[src/rtl/irq_pkg.sv]
// Shared types for the interrupt vector controller.
// Assumes: class codes are fixed at elaboration, two bits per slot.
package irq_pkg;

    // Gating class of one priority slot
    typedef enum logic [1:0] {
        CLS_MASKABLE = 2'd0,
        CLS_NMI      = 2'd1,
        CLS_PARTIAL  = 2'd2,
        CLS_RESET    = 2'd3
    } slot_class_e;

endpackage

[src/rtl/irq_slot_gate.sv]
// Gates the flags of one priority slot by its class.
// Assumes: CLASS is constant; extra_i is an unmaskable request that is ORed in.
module irq_slot_gate
    import irq_pkg::*;
#(
    parameter int unsigned FLAGS = 4,
    parameter slot_class_e CLASS = CLS_MASKABLE
) (
    input  logic [FLAGS-1:0] flags_i,
    input  logic [FLAGS-1:0] en_i,
    input  logic             gie_i,
    input  logic             extra_i,
    output logic             pend_o
);

    logic any_raw;
    logic any_enabled;

    assign any_raw     = |flags_i;
    assign any_enabled = |(flags_i & en_i);

    // Select the gating rule named by the slot class
    always_comb begin
        unique case (CLASS)
            CLS_RESET:   pend_o = any_raw | extra_i;
            CLS_NMI:     pend_o = any_raw | extra_i;
            CLS_PARTIAL: pend_o = any_enabled | extra_i;
            default:     pend_o = (any_enabled & gie_i) | extra_i;
        endcase
    end

endmodule

[src/rtl/irq_prio_pick.sv]
// Finds the highest-index set bit of a request vector.
// Assumes: index 0 is the lowest priority; idx_o is 0 when nothing is set.
module irq_prio_pick #(
    parameter int unsigned N = 32,
    localparam int unsigned IDX_W = (N > 1) ? $clog2(N) : 1
) (
    input  logic [N-1:0]     req_i,
    output logic             any_o,
    output logic [IDX_W-1:0] idx_o
);

    // Scan upward so the last (highest) set bit is kept
    always_comb begin
        idx_o = '0;
        for (int i = 0; i < N; i++) begin
            if (req_i[i]) idx_o = IDX_W'(i);
        end
        any_o = |req_i;
    end

endmodule

[src/rtl/irq_vector_ctrl.sv]
// Prioritized interrupt vector controller.
// Gates each slot by its class, grants the highest pending slot, and holds the
// grant until acknowledged. Flags fetches into the peripheral range as a reset
// request, and latches a sleep request when the reset vector reads as erased.
// Assumes: peripherals clear their own flags; the top slot carries the reset class.
module irq_vector_ctrl
    import irq_pkg::*;
#(
    parameter int unsigned NUM_SLOTS      = 32,
    parameter int unsigned FLAGS_PER_SLOT = 4,
    parameter logic [15:0] PERIPH_TOP     = 16'h01FF,
    parameter logic [2*NUM_SLOTS-1:0] SLOT_CLASS =
        {2'd3, 2'd2, 2'd1, {(2*NUM_SLOTS-6){1'b0}}},
    localparam int unsigned IDX_W   = (NUM_SLOTS > 1) ? $clog2(NUM_SLOTS) : 1,
    localparam int unsigned FLAG_W  = NUM_SLOTS * FLAGS_PER_SLOT
) (
    input  logic              clk,
    input  logic              rst_n,
    input  logic [FLAG_W-1:0] flag_i,
    input  logic [FLAG_W-1:0] flag_en_i,
    input  logic              gie_i,
    input  logic              irq_ack_i,
    input  logic              fetch_valid_i,
    input  logic [15:0]       fetch_addr_i,
    input  logic              rv_valid_i,
    input  logic [15:0]       rv_data_i,
    output logic              irq_valid_o,
    output logic [15:0]       vector_addr_o,
    output logic [IDX_W-1:0]  priority_o,
    output logic              fetch_reset_o,
    output logic              sleep_o
);

    localparam logic [15:0] TABLE_BASE = 16'(32'h10000 - 2 * NUM_SLOTS);
    localparam logic [15:0] ERASED     = 16'hFFFF;

    logic [NUM_SLOTS-1:0] pend;
    logic                 any_pend;
    logic [IDX_W-1:0]     win_idx;
    logic                 fetch_hit;
    logic                 vld_q;
    logic [IDX_W-1:0]     pri_q;
    logic                 frst_q;
    logic                 sleep_q;

    // Detect a fetch into the peripheral register range
    assign fetch_hit = fetch_valid_i && (fetch_addr_i <= PERIPH_TOP);

    for (genvar s = 0; s < NUM_SLOTS; s++) begin : g_slot
        irq_slot_gate #(
            .FLAGS (FLAGS_PER_SLOT),
            .CLASS (slot_class_e'(SLOT_CLASS[2*s +: 2]))
        ) u_gate (
            .flags_i (flag_i[s*FLAGS_PER_SLOT +: FLAGS_PER_SLOT]),
            .en_i    (flag_en_i[s*FLAGS_PER_SLOT +: FLAGS_PER_SLOT]),
            .gie_i   (gie_i),
            .extra_i ((s == NUM_SLOTS - 1) ? fetch_hit : 1'b0),
            .pend_o  (pend[s])
        );
    end

    irq_prio_pick #(.N(NUM_SLOTS)) u_pick (
        .req_i (pend),
        .any_o (any_pend),
        .idx_o (win_idx)
    );

    // Grant register: capture when idle, hold until acknowledged
    always_ff @(posedge clk) begin
        if (!rst_n) begin
            vld_q <= 1'b0;
            pri_q <= '0;
        end else if (vld_q) begin
            if (irq_ack_i) vld_q <= 1'b0;
        end else if (any_pend) begin
            vld_q <= 1'b1;
            pri_q <= win_idx;
        end
    end

    // Fetch-range flag for one cycle after the offending fetch
    always_ff @(posedge clk) begin
        if (!rst_n) frst_q <= 1'b0;
        else        frst_q <= fetch_hit;
    end

    // Sticky sleep request on an erased reset vector
    always_ff @(posedge clk) begin
        if (!rst_n)                                 sleep_q <= 1'b0;
        else if (rv_valid_i && rv_data_i == ERASED) sleep_q <= 1'b1;
    end

    assign irq_valid_o   = vld_q;
    assign priority_o    = pri_q;
    assign vector_addr_o = TABLE_BASE + (16'(pri_q) << 1);
    assign fetch_reset_o = frst_q;
    assign sleep_o       = sleep_q;

endmodule

[config.mk]
export PLATFORM = sky130hd
export DESIGN_NAME = irq_vector_ctrl
export DESIGN_NICKNAME = d
export VERILOG_FILES = /design/src/rtl/irq_pkg.sv /design/src/rtl/irq_slot_gate.sv /design/src/rtl/irq_prio_pick.sv /design/src/rtl/irq_vector_ctrl.sv
export SDC_FILE = /design/constraint.sdc
export NUM_CORES = 1
export LEC_CHECK = 0
export BUFFER_PORTS_ARGS = -buffer_cell sky130_fd_sc_hd__buf_4
export CORE_AREA = 2 2 122 124
export DETAILED_ROUTE_END_ITERATION = 7
export DIE_AREA = 0 0 124 126
export GPL_TIMING_DRIVEN = 0
export HOLD_SLACK_MARGIN = 0.05
export REMOVE_ABC_BUFFERS = 1
export SLEW_MARGIN = 20
export SYNTH_ARGS = -nofsm -noshare
export SYNTH_HDL_FRONTEND = slang
export SYNTH_SLANG_ARGS = --single-unit
[constraint.sdc]
create_clock -name clk -period 2.76 [get_ports clk]
set_input_delay 0.414 -clock clk [delete_from_list [all_inputs] [get_ports clk]]
set_output_delay 0.414 -clock clk [all_outputs]
set_load 0.005 [all_outputs]
==> impl_metrics.tcl <==
set metrics [dict create \
    n_fill_cell 1593 \
    cts_hold_buf 0 \
    cp-start-kind "primary input" \
    cts_tree "done" \
    vias 2787 \
    synth_cell_type_count 42 \
    comb_power_share 0.573 \
    min_period_ns 2.56 \
    ys_warn_count 0 \
    p_clk_frac 0.277 \
    start_util 0.103 \
    ir_worst_vdd_mv 0.166 \
    postSynthCellCount 207 \
    path_cells "buf_4 > a22o_1 > a221oi_1 > nand4_2 > a21o_1 > o41ai_4 > o21ai_1 > and2_1" \
    seq_area_frac_synth 0.108 \
    fin_hold_ws_ns 0.465 \
    netlist_top_cells_area "a22oi_1 20%, dfxtp_1 11%, nand2_1 8.4%, buf_4 8.1%, a22o_1 7.1%" \
    antenna_found_initial 0 \
    wl_per_cell_um 14.6 \
    die_area_um2 15600 \
    p_seq_frac 0.150 \
    areaGrowthSynthToFinish_pct 162 \
    final_core_util 0.270 \
    die_y_um 126 \
    power_switching_uw 226 \
    status "completed" \
    h-tree-depth 1 \
    grt_pass1_vias 2852 \
    setup_violations 0 \
    synth_area_um2 1480 \
    via_per_inst 4.13 \
    yosysMostFrequentCell "a22oi_1" \
    row_count 44 \
    cts.sinks 8 \
    firstDrtPassIters 4 \
    arrival_ns 2.68 \
    ys_ff_latch 8 \
    cts_buffer_depth 2 \
    r2r_setup_slack_ns 1.58 \
    timing.final.max_slew_violations 0 \
    reg2reg_from "irq_valid_o" \
    portBuffers 289 \
    gp_congestion 0.778 \
    core_um2 14300 \
    min_to "irq_valid_o" \
    cp_max_fo 10 \
    powerDensity_nw_per_um2 223 \
    diodes 0 \
    drive_above_1_share 0.609 \
    skew_ns 0.000764 \
    grt_usage 0.115 \
    crit_slowest_cell "a221oi_1" \
    numCtsBuffers 3 \
    min_from "rst_n" \
    worst_path_dominant_cell_family "compound AO/OA/AOI/OAI gates" \
    endpoint_kind "register" \
    synth_top_cell_area_share 0.203 \
    rsz0062_at_grt "false" \
    hpwlAfterDp_mm 9.13 \
    post-route-drc-count 0 \
    cts.clk_slew.worst_paths_ns 0.04 \
    yosys.area.top_type "a22oi_1" \
    final_hold_viol_count 0 \
    worstSetupPathType "primary input to register" \
    min_path_cells 2 \
    max_stage_delay_ns 0.61 \
    ios 318 \
    critical_path_buf_inv_count 1 \
    tightest_slew_ns 0.761 \
    internal-power_uw 638 \
    ant_nets 0 \
    worstReg2RegEnd "priority_o[3]" \
    cts-root-buf "clkbuf_16" \
    grt_max_degree 12 \
    insertion_delay_ns 0.23 \
    nets 787 \
    leakagePower_uw 0.00194 \
    ys_async_sr_fraction 0 \
    drt_iter0_markers 64 \
    post-cts-setup-buffers 0 \
    drt_wl_total_mm 9.88 \
    hp-class "primary input to register" \
    grt_pass1_wl_mm 13.7 \
    min_period_over_period 0.928 \
    max_freq_mhz 391 \
    slew_headroom 0.493 \
    grt-ovfl-total 0 \
    drv_cap 0 \
    switching_share 0.261 \
    synth_area_per_cell_um2 7.15 \
    worst_r2r_path_depth 4 \
    synth_edf_count 0 \
    synth-main-ff-cell "dfxtp_1" \
    yosys-top-cells-count "40 x a22oi_1, 33 x nand2_1, 16 x buf_4, 12 x a22o_1" \
    fp.dieW_um 124 \
    worstPathRequired_ns 2.88 \
]
[power groups by stage]
| stage | clock, µW | combinational [µW] | sequential [µW] |
|---|---|---|---|
| global route | 254 | 543 | 131 |
| floorplan | 0 | 129 | 131 |
| CTS | 243 | 503 | 130 |
| finish | 239 | 495 | 130 |
| global placement | 0 | 496 | 132 |
| detailed placement | 0 | 501 | 132 |
[cell type report]
type | instances | area [µm²] | area share
Clock buffer | 3 | 75.1 | 0.0194
Inverter | 6 | 22.5 | 0.00582
Multi-Input combinational cell | 185 | 1210 | 0.314
Sequential cell | 8 | 160 | 0.0414
Tap cell | 184 | 230 | 0.0595
Timing Repair Buffer | 289 | 2170 | 0.560
[flip-flops by register name (all words and copies together) (netlist names)]
name and flops:
fetch_reset_o 1, priority_o 5, sleep_o 1, irq_valid_o 1
[kinds of logic after synthesis]
family	Yosys count	synth area share
AOI/OAI and AO/OA	98	0.524
buffers and inverters	23	0.0989
DFF	8	0.108
other	2	0.00507
and+or+nand+nor	76	0.264
[worst max path at each step]
stage / from / endpoint / slack (ns) / cells past startpoint
2_1_floorplan: flag_i[109] / irq_valid_o / 0.38 / 7
3_3_place_gp: flag_i[77] / irq_valid_o / -0.14 / 8
3_5_place_dp: flag_i[77] / irq_valid_o / -0.18 / 8
4_1_cts: flag_i[77] / irq_valid_o / 0.06 / 8
5_1_grt: flag_i[93] / irq_valid_o / 0.02 / 8
6_report: flag_i[120] / irq_valid_o / 0.20 / 8
[worst reg2reg max path: cells and delay by family, from the launching register on]
family	cells	cell delay, ns
compound gates	2	0.47
flops	1	0.30
buf+inv	1	0.14
simple gates	1	0.17
[layer usage]
layer,wire [µm],track usage,share of wire
met1,3280,0.116,0.33
met2,5440,0.241,0.55
met3,1120,0.0208,0.11
met4,38,0.0145,0.0038
met5,0,0,0
[through the flow]
step / power [µW] / setup slack, ns / instances / setup TNS, ns / cell area (µm²)
floorplan: 260 / 0.375 / 199 / 0 / 1390
global placement: 628 / -0.140 / 672 / -0.667 / 3790
detailed placement: 633 / -0.180 / 672 / -0.858 / 3790
CTS: 875 / 0.0606 / 675 / 0 / 3860
global route: 928 / 0.0193 / 675 / 0 / 3870
finish: 863 / 0.199 / 675 / 0 / 3870
[cell usage in the layout, fill, tap and decap left out, types with 6 or more instances in the layout]
cell and count:
a21oi_1 6, a221oi_1 7, a22o_1 12, a22oi_1 40
buf_4 289, conb_1 11, dfxtp_1 8, inv_1 6
nand2_1 33, nand4_1 6, nor2_1 8, o21ai_0 7
[repair_timing]
action | CTS | global route
gates resized for setup | 0 | 1
setup endpoints to repair | 0 | 6
hold endpoints to repair | 0 | 0
Power figures use the tool's default switching activity.
